<file path="config.mk">
export PLATFORM = sky130hd
export DESIGN_NAME = half_zload_unit
export DESIGN_NICKNAME = d
export VERILOG_FILES = /design/src/rtl/hzl_pkg.sv /design/src/rtl/hzl_decode.sv /design/src/rtl/hzl_agen.sv /design/src/rtl/hzl_seq.sv /design/src/rtl/half_zload_unit.sv
export SDC_FILE = /design/constraint.sdc
export NUM_CORES = 1
export LEC_CHECK = 0
export BUFFER_PORTS_ARGS = -buffer_cell sky130_fd_sc_hd__buf_2
export CAP_MARGIN = 30
export CORE_MARGIN = 3
export CORE_UTILIZATION = 40
export CTS_BUF_LIST = sky130_fd_sc_hd__clkbuf_4
export DETAILED_ROUTE_END_ITERATION = 12
export GPL_ROUTABILITY_DRIVEN = 0
export PLACE_DENSITY = 0.69
export SLEW_MARGIN = 20
export SYNTH_ARGS = -nofsm -noshare
export SYNTH_HDL_FRONTEND = slang
export SYNTH_SLANG_ARGS = --single-unit
</file>
<file path="constraint.sdc">
create_clock -name clk -period 4.2 [get_ports clk]
set_input_delay 0.84 -clock clk [delete_from_list [all_inputs] [get_ports clk]]
set_output_delay 0.84 -clock clk [all_outputs]
set_load 0.02 [all_outputs]
</file>
<file path="src/rtl/hzl_pkg.sv">
package hzl_pkg;

   localparam int FLD_W  = 5;
   localparam int DISP_W = 16;

   typedef struct packed {
      logic              known;
      logic              indexed;
      logic              update;
      logic [FLD_W-1:0]  rt;
      logic [FLD_W-1:0]  ra;
      logic [FLD_W-1:0]  rb;
      logic [DISP_W-1:0] disp;
   } hzl_op_t;

   typedef enum logic [2:0] {
      ST_IDLE,
      ST_ADDR,
      ST_REQ,
      ST_WAIT,
      ST_WB_DST,
      ST_WB_BASE
   } hzl_state_t;

endpackage

</file>
<file path="src/rtl/hzl_decode.sv">
module hzl_decode
   import hzl_pkg::*;
#(
   parameter int INSTR_W     = 32,
   parameter int OPC_DISP    = 40,
   parameter int OPC_DISPUPD = 41,
   parameter int OPC_EXT     = 31,
   parameter int XO_IDX      = 279,
   parameter int XO_IDXUPD   = 311
) (
   input  logic [INSTR_W-1:0] instr,
   output hzl_op_t            op
);
   localparam int OPC_W   = 6;
   localparam int XO_W    = 10;
   localparam int OPC_LSB = INSTR_W - OPC_W;
   localparam int RT_LSB  = OPC_LSB - FLD_W;
   localparam int RA_LSB  = RT_LSB - FLD_W;
   localparam int RB_LSB  = RA_LSB - FLD_W;
   localparam int XO_LSB  = 1;

   if (INSTR_W != 32) begin : g_bad_width
      $error("hzl_decode: instruction word must be 32 bits");
   end
   if (OPC_DISP >= (1 << OPC_W) || OPC_DISPUPD >= (1 << OPC_W) ||
       OPC_EXT >= (1 << OPC_W)) begin : g_bad_opc
      $error("hzl_decode: primary opcode out of range");
   end
   if (XO_IDX >= (1 << XO_W) || XO_IDXUPD >= (1 << XO_W)) begin : g_bad_xo
      $error("hzl_decode: extended opcode out of range");
   end

   logic [OPC_W-1:0] opc;
   logic [XO_W-1:0]  xo;
   logic             is_d, is_du, is_x, is_xu;

   always_comb begin
      opc   = instr[INSTR_W-1:OPC_LSB];
      xo    = instr[XO_LSB+XO_W-1:XO_LSB];
      is_d  = (opc == OPC_W'(OPC_DISP));
      is_du = (opc == OPC_W'(OPC_DISPUPD));
      is_x  = (opc == OPC_W'(OPC_EXT)) && (xo == XO_W'(XO_IDX));
      is_xu = (opc == OPC_W'(OPC_EXT)) && (xo == XO_W'(XO_IDXUPD));

      op.known   = is_d | is_du | is_x | is_xu;
      op.indexed = is_x | is_xu;
      op.update  = is_du | is_xu;
      op.rt      = instr[RT_LSB+FLD_W-1:RT_LSB];
      op.ra      = instr[RA_LSB+FLD_W-1:RA_LSB];
      op.rb      = instr[RB_LSB+FLD_W-1:RB_LSB];
      op.disp    = instr[DISP_W-1:0];
   end
endmodule

</file>
<file path="src/rtl/hzl_agen.sv">
module hzl_agen
   import hzl_pkg::*;
#(
   parameter int XLEN   = 64,
   parameter int ADDR_W = 32
) (
   input  logic              base_zero,
   input  logic              indexed,
   input  logic [DISP_W-1:0] disp,
   input  logic [XLEN-1:0]   a_data,
   input  logic [XLEN-1:0]   b_data,
   output logic [ADDR_W-1:0] ea
);
   logic [XLEN-1:0] base, offs, sum;

   always_comb begin
      base = base_zero ? '0 : a_data;
      offs = indexed ? b_data : {{(XLEN-DISP_W){disp[DISP_W-1]}}, disp};
      sum  = base + offs;
   end

   if (ADDR_W == XLEN) begin : g_full
      assign ea = sum;
   end else begin : g_trunc
      assign ea = sum[ADDR_W-1:0];
   end
endmodule

</file>
<file path="src/rtl/hzl_seq.sv">
module hzl_seq
   import hzl_pkg::*;
#(
   parameter int XLEN   = 64,
   parameter int ADDR_W = 32,
   parameter int NBYTES = 2
) (
   input  logic              clk,
   input  logic              rst,
   input  logic              in_valid,
   output logic              in_ready,
   input  hzl_op_t           dec_op,
   output hzl_op_t           op_q,
   input  logic [ADDR_W-1:0] ea_in,
   output logic              mem_req_valid,
   input  logic              mem_req_ready,
   output logic [ADDR_W-1:0] mem_req_addr,
   input  logic              mem_rsp_valid,
   input  logic [7:0]        mem_rsp_data,
   output logic              wb_en,
   output logic [FLD_W-1:0]  wb_idx,
   output logic [XLEN-1:0]   wb_data,
   output logic              flag_bad_form,
   output logic              flag_unknown
);
   localparam int ACC_W  = 8 * NBYTES;
   localparam int BCNT_W = (NBYTES > 1) ? $clog2(NBYTES) : 1;

   hzl_state_t        state;
   logic [ADDR_W-1:0] ea_q;
   logic [ACC_W-1:0]  acc;
   logic [BCNT_W-1:0] bcnt;
   logic [XLEN-1:0]   ea_ext;
   logic              last_byte;

   assign last_byte = (bcnt == BCNT_W'(NBYTES - 1));

   always_ff @(posedge clk) begin
      if (rst) begin
         state <= ST_IDLE;
         op_q  <= '0;
         ea_q  <= '0;
         acc   <= '0;
         bcnt  <= '0;
      end else begin
         case (state)
            ST_IDLE: begin
               if (in_valid) begin
                  op_q  <= dec_op;
                  state <= ST_ADDR;
               end
            end
            ST_ADDR: begin
               if (!op_q.known) begin
                  state <= ST_IDLE;
               end else begin
                  ea_q  <= ea_in;
                  bcnt  <= '0;
                  state <= ST_REQ;
               end
            end
            ST_REQ: begin
               if (mem_req_ready) state <= ST_WAIT;
            end
            ST_WAIT: begin
               if (mem_rsp_valid) begin
                  acc <= {acc[ACC_W-9:0], mem_rsp_data};
                  if (last_byte) begin
                     state <= ST_WB_DST;
                  end else begin
                     bcnt  <= bcnt + 1'b1;
                     state <= ST_REQ;
                  end
               end
            end
            ST_WB_DST:  state <= op_q.update ? ST_WB_BASE : ST_IDLE;
            ST_WB_BASE: state <= ST_IDLE;
            default:    state <= ST_IDLE;
         endcase
      end
   end

   if (XLEN > ADDR_W) begin : g_ea_pad
      assign ea_ext = {{(XLEN-ADDR_W){1'b0}}, ea_q};
   end else begin : g_ea_flat
      assign ea_ext = ea_q;
   end

   always_comb begin
      in_ready      = (state == ST_IDLE);
      mem_req_valid = (state == ST_REQ);
      mem_req_addr  = ea_q + ADDR_W'(bcnt);
      flag_unknown  = (state == ST_ADDR) && !op_q.known;
      wb_en         = (state == ST_WB_DST) || (state == ST_WB_BASE);
      wb_idx        = (state == ST_WB_BASE) ? op_q.ra : op_q.rt;
      wb_data       = (state == ST_WB_BASE) ? ea_ext
                                            : {{(XLEN-ACC_W){1'b0}}, acc};
      flag_bad_form = (state == ST_WB_DST) && op_q.update &&
                      ((op_q.ra == '0) || (op_q.ra == op_q.rt));
   end
endmodule

</file>
<file path="src/rtl/half_zload_unit.sv">
module half_zload_unit
   import hzl_pkg::*;
#(
   parameter int INSTR_W = 32,
   parameter int XLEN    = 64,
   parameter int ADDR_W  = 32,
   parameter int NBYTES  = 2
) (
   input  logic               clk,
   input  logic               rst,
   input  logic               in_valid,
   output logic               in_ready,
   input  logic [INSTR_W-1:0] in_instr,
   output logic [FLD_W-1:0]   rd_a_idx,
   input  logic [XLEN-1:0]    rd_a_data,
   output logic [FLD_W-1:0]   rd_b_idx,
   input  logic [XLEN-1:0]    rd_b_data,
   output logic               mem_req_valid,
   input  logic               mem_req_ready,
   output logic [ADDR_W-1:0]  mem_req_addr,
   input  logic               mem_rsp_valid,
   input  logic [7:0]         mem_rsp_data,
   output logic               wb_en,
   output logic [FLD_W-1:0]   wb_idx,
   output logic [XLEN-1:0]    wb_data,
   output logic               flag_bad_form,
   output logic               flag_unknown
);
   if (XLEN < ADDR_W) begin : g_chk_addr
      $error("half_zload_unit: ADDR_W wider than XLEN");
   end
   if (XLEN <= 8 * NBYTES) begin : g_chk_xlen
      $error("half_zload_unit: XLEN must exceed the loaded width");
   end
   if (NBYTES != 2) begin : g_chk_nbytes
      $error("half_zload_unit: only halfword loads are supported");
   end

   hzl_op_t           dec_op, op_q;
   logic [ADDR_W-1:0] ea;
   logic              base_zero;
   logic              unused_op;

   assign unused_op = op_q.known ^ (^op_q.rt);
   assign rd_a_idx  = op_q.ra;
   assign rd_b_idx  = op_q.rb;
   assign base_zero = !op_q.update && (op_q.ra == '0);

   hzl_decode #(.INSTR_W(INSTR_W)) u_dec (
      .instr (in_instr),
      .op    (dec_op)
   );

   hzl_agen #(.XLEN(XLEN), .ADDR_W(ADDR_W)) u_agen (
      .base_zero (base_zero),
      .indexed   (op_q.indexed),
      .disp      (op_q.disp),
      .a_data    (rd_a_data),
      .b_data    (rd_b_data),
      .ea        (ea)
   );

   hzl_seq #(.XLEN(XLEN), .ADDR_W(ADDR_W), .NBYTES(NBYTES)) u_seq (
      .clk           (clk),
      .rst           (rst),
      .in_valid      (in_valid),
      .in_ready      (in_ready),
      .dec_op        (dec_op),
      .op_q          (op_q),
      .ea_in         (ea),
      .mem_req_valid (mem_req_valid),
      .mem_req_ready (mem_req_ready),
      .mem_req_addr  (mem_req_addr),
      .mem_rsp_valid (mem_rsp_valid),
      .mem_rsp_data  (mem_rsp_data),
      .wb_en         (wb_en),
      .wb_idx        (wb_idx),
      .wb_data       (wb_data),
      .flag_bad_form (flag_bad_form),
      .flag_unknown  (flag_unknown)
   );
endmodule

</file>
==> results.md <==
- Maximum number of pins on one net before global-route repair: 66
- Hold buffer count at CTS: 0
- Total number of clock tree sinks: 81
- Worst clock skew on the final layout: 0.0268 ns
- Number of nets with antenna violations after routing: 0
- Top library cells by usage in the layout, fill and taps aside: sky130_fd_sc_hd__nand2_1, sky130_fd_sc_hd__buf_2, sky130_fd_sc_hd__a21oi_1, sky130_fd_sc_hd__dfxtp_1, sky130_fd_sc_hd__nor2_1
- Clk pin slew, worst setup/hold paths: about 0.13 ns
- Portion of the post-synthesis area used by sequential elements: 24.7%
- Maximum VDD drop: roughly 0.00014 V
- Number of antenna violations at the first check in global routing: 1
- Max-slew headroom: 53.3%
- Global-route wire length before repair: about 30000 µm
- Total length of routed met2 wires: about 8300 µm
- Largest incremental delay on the critical path: ~0.57 ns
- Met3 Wirelength: between 900 and 1000 µm
- Cells traversed along the worst timing path: or4_1, or3_1, buf_4, and2_1, ha_1, nand3_1, a2111oi_4, o21bai_2, a211oi_2, o21bai_1, or3_1, a32o_1
- Die extent in x: roughly 130 µm
- Top Family by Delay on Critical Path: simple AND/OR/NAND/NOR gates
- Detailed router's first-iteration violation count: 362
- Clk buf depth: 2
- Num rows: 46
- Post-Synthesis Mean Instance Area: approximately 7.3 µm²
- Crit end category: register
- Final WL: 18800 µm
- Number of levels in the clock H-tree: 3
- Actual slew at the worst max-slew pin: 0.701 ns
- Clock buffer count from CTS: 9
- Via count of the first global-routing pass: 6039
- Clock root buffer: sky130_fd_sc_hd__clkbuf_4
- Worst path arrival time: roughly 4.3 ns
- Final total negative setup slack: 0 ns
- Count of filler cells inserted in the layout: about 1700
- Half-perimeter wire length after placement: between 10000 and 15000 µm
- Wire length the detailed router placed on met1: just over 9000 µm
- Netlist area before placement: 6560 µm²
- Non-filler cells, final: roughly 1300
- Outcome: completed
- Placed cell count: 1263
- Via-per-instance ratio: roughly 5
- Final critical path time including I/O delays and setup: slightly below 4 ns
- Setup repair after global routing missed its margin: no
- Flop and latch count out of synthesis: just over 80
- TritonRoute pass-1 iters: 7
- Ys flop type: sky130_fd_sc_hd__dfxtp_1
- Number of nets at the end of the flow: between 1000 and 1500
- Global-route total usage across every layer: slightly above 20%
- Most common cell after layout, fill and taps aside: sky130_fd_sc_hd__nand2_1
- Total stage count of the critical path: 12
- Largest fanout of any net on the critical path: 30
- Share of synthesized flip-flops with an asynchronous set or reset: 0%
- Crit path buf inv count: 1
- Vert. Die Dim: between 100 and 150 µm
- TritonCTS clock tree: done
- Standard cell core area: approximately 16000 µm²
- Number of distinct library cell variants in the gate-level netlist after synthesis: a little under 60
- Count of input and output buffers: 192
- Number of cells traversed by the worst hold path: 2
- Total via count in the routed design: between 6000 and 7000
- Number of enable-type register cells in the synthesized netlist: 0
- Max frequency: around 0.25 GHz
- Final worst path period share: 94.1%
- Static Leak: roughly 3.8 nW
- Slowest library cell on the worst path: sky130_fd_sc_hd__or4_1
- Pins Over Slew Limit: 0
- DR DRC count: 0
- R2r worst-path depth: 12
- MaxCap Viol Count: 0
- Crit-path most repeated cell: sky130_fd_sc_hd__or3_1
- Critical path launch point type: register
- Ratio of total power to cell area: about 260 nW/µm²
- Data required time of the critical path: around 4.5 ns
- Final number of setup-violating endpoints: 0
- Yosys synthesis warning count: 0
- Share of post-route cells with drive strength above 1: between 20% and 30%
- Synth Instances: ~900
- Total overflow reported by the global router: 0
- Die footprint: approximately 18000 µm²
- Average wire per standard cell: ~15 µm
- Area growth from synthesis to layout: 17.0%
- Ports placed on the boundary: slightly below 300
- Top Metal Used: met4
- Worst skew pair latency: 0.45 ns
- Fin. Hold Viols: 0
- Min-Delay Path Class: reg -> reg
- Starting utilization of the core area: between 40 and 50%
- Critical path class: reg -> reg
-- final timing paths --
kind,from,end,slack [ns]
min,u_seq.op_q[2],u_seq.op_q[2],0.46
max,u_seq.op_q[25],u_seq.ea_q[31],0.25
min reg2reg,u_seq.op_q[2],u_seq.op_q[2],0.46
max reg2reg,u_seq.op_q[25],u_seq.ea_q[31],0.25
-- per-stage QoR --
stage / instance area, µm² / setup slack [ns] / hold WS [ns] / total power [mW] / utilization [%]
finish: 7680 / 0.246 / 0.465 / 1.99 / 48.2
global route: 7680 / 0.0341 / 0.486 / 2.14 / 48.2
CTS: 7640 / 0.233 / 0.466 / 2.00 / 47.9
detailed placement: 7530 / 0.279 / 0.448 / 1.59 / 47.2
global placement: 7510 / 0.290 / 0.442 / 1.58 / 47.1
floorplan: 6680 / 0.454 / 0.433 / 1.41 / -
-- state kept, by name, indices dropped and copies added (netlist names) --
name / flops
u_seq.ea_q: 32
u_seq.acc: 16
u_seq.bcnt: 1
u_seq.op_q: 29
u_seq.state: 3
-- kinds of logic after synthesis --
kind of cell / Yosys count / synth area share [%]
fa+ha+maj: 34 / 6.60
flops: 81 / 24.7
xor+xnor: 58 / 7.74
compound gates: 191 / 18.4
mux: 39 / 6.62
buf+inv: 110 / 8.77
other cells: 1 / 0.0571
simple gates: 385 / 27.1
-- worst register-to-register path, delay by kind of cell (launching register included) --
kind                     cells  cell delay (ns)
AND/OR/NAND/NOR              5             1.62
AO/OA/AOI/OAI                5             1.26
flip-flops                   1             0.38
adder cells (fa/ha/maj)      1             0.35
buffers and inverters        1             0.22
-- final cells by class --
class | instances | area (µm²) | share of cell area [%]
multi-input cells | 739 | 4490 | 58.5
flip-flops and latches | 81 | 1620 | 21.1
repair buffers | 209 | 1110 | 14.4
well taps | 216 | 270 | 3.52
clock buffers | 10 | 75.1 | 0.978
inverters | 20 | 75.1 | 0.978
clock inverters | 6 | 35.0 | 0.456
diodes | 1 | 2.50 | 0.0326
-- Yosys cell counts (3+ instances only) --
cell,count,area [µm²]
sky130_fd_sc_hd__and3_1,35,219
sky130_fd_sc_hd__a21o_1,17,128
sky130_fd_sc_hd__nor3_1,12,60.1
sky130_fd_sc_hd__nand2_1,203,762
sky130_fd_sc_hd__mux2i_1,4,40.0
sky130_fd_sc_hd__o221ai_1,4,35.0
sky130_fd_sc_hd__nor2b_1,4,25.0
sky130_fd_sc_hd__buf_2,4,20.0
sky130_fd_sc_hd__o21bai_1,5,37.5
sky130_fd_sc_hd__mux2_2,35,394
sky130_fd_sc_hd__nand2b_1,3,18.8
sky130_fd_sc_hd__o211ai_1,3,22.5
sky130_fd_sc_hd__nand4_1,17,106
sky130_fd_sc_hd__a32o_1,4,40.0
sky130_fd_sc_hd__dfxtp_1,81,1620
sky130_fd_sc_hd__buf_4,42,315
sky130_fd_sc_hd__or3_1,5,31.3
sky130_fd_sc_hd__xor2_1,21,184
sky130_fd_sc_hd__nor2_1,38,143
sky130_fd_sc_hd__nor4_1,3,18.8
sky130_fd_sc_hd__a31oi_1,4,25.0
sky130_fd_sc_hd__ha_1,33,413
sky130_fd_sc_hd__o21ai_0,29,145
sky130_fd_sc_hd__nand3_1,21,105
sky130_fd_sc_hd__clkbuf_1,42,158
sky130_fd_sc_hd__xnor2_1,37,324
sky130_fd_sc_hd__o41ai_1,3,26.3
sky130_fd_sc_hd__a211oi_1,10,75.1
sky130_fd_sc_hd__inv_1,20,75.1
sky130_fd_sc_hd__a21oi_1,89,445
sky130_fd_sc_hd__and2_1,35,219
-- power by group --
| part | switching (mW) | total (mW) | internal [mW] |
|---|---|---|---|
| clock network | 0.275 | 0.399 | 0.124 |
| registers | 0.0375 | 0.839 | 0.802 |
| logic | 0.460 | 0.750 | 0.290 |
-- layer usage --
metal | global-route usage [%] | vias to the layer above
li1 | - | 3366
met1 | 28.8 | 2977
met2 | 32.8 | 188
met3 | 2.59 | 19
met4 | 5.49 | 0
met5 | 0 | -
-- timing repair --
action | CTS | global route
resized for setup | 0 | 2
buffers inserted | 0 | 0
setup endpoints to repair | 0 | 2
Note: power is estimated with default switching activity, not from simulation.
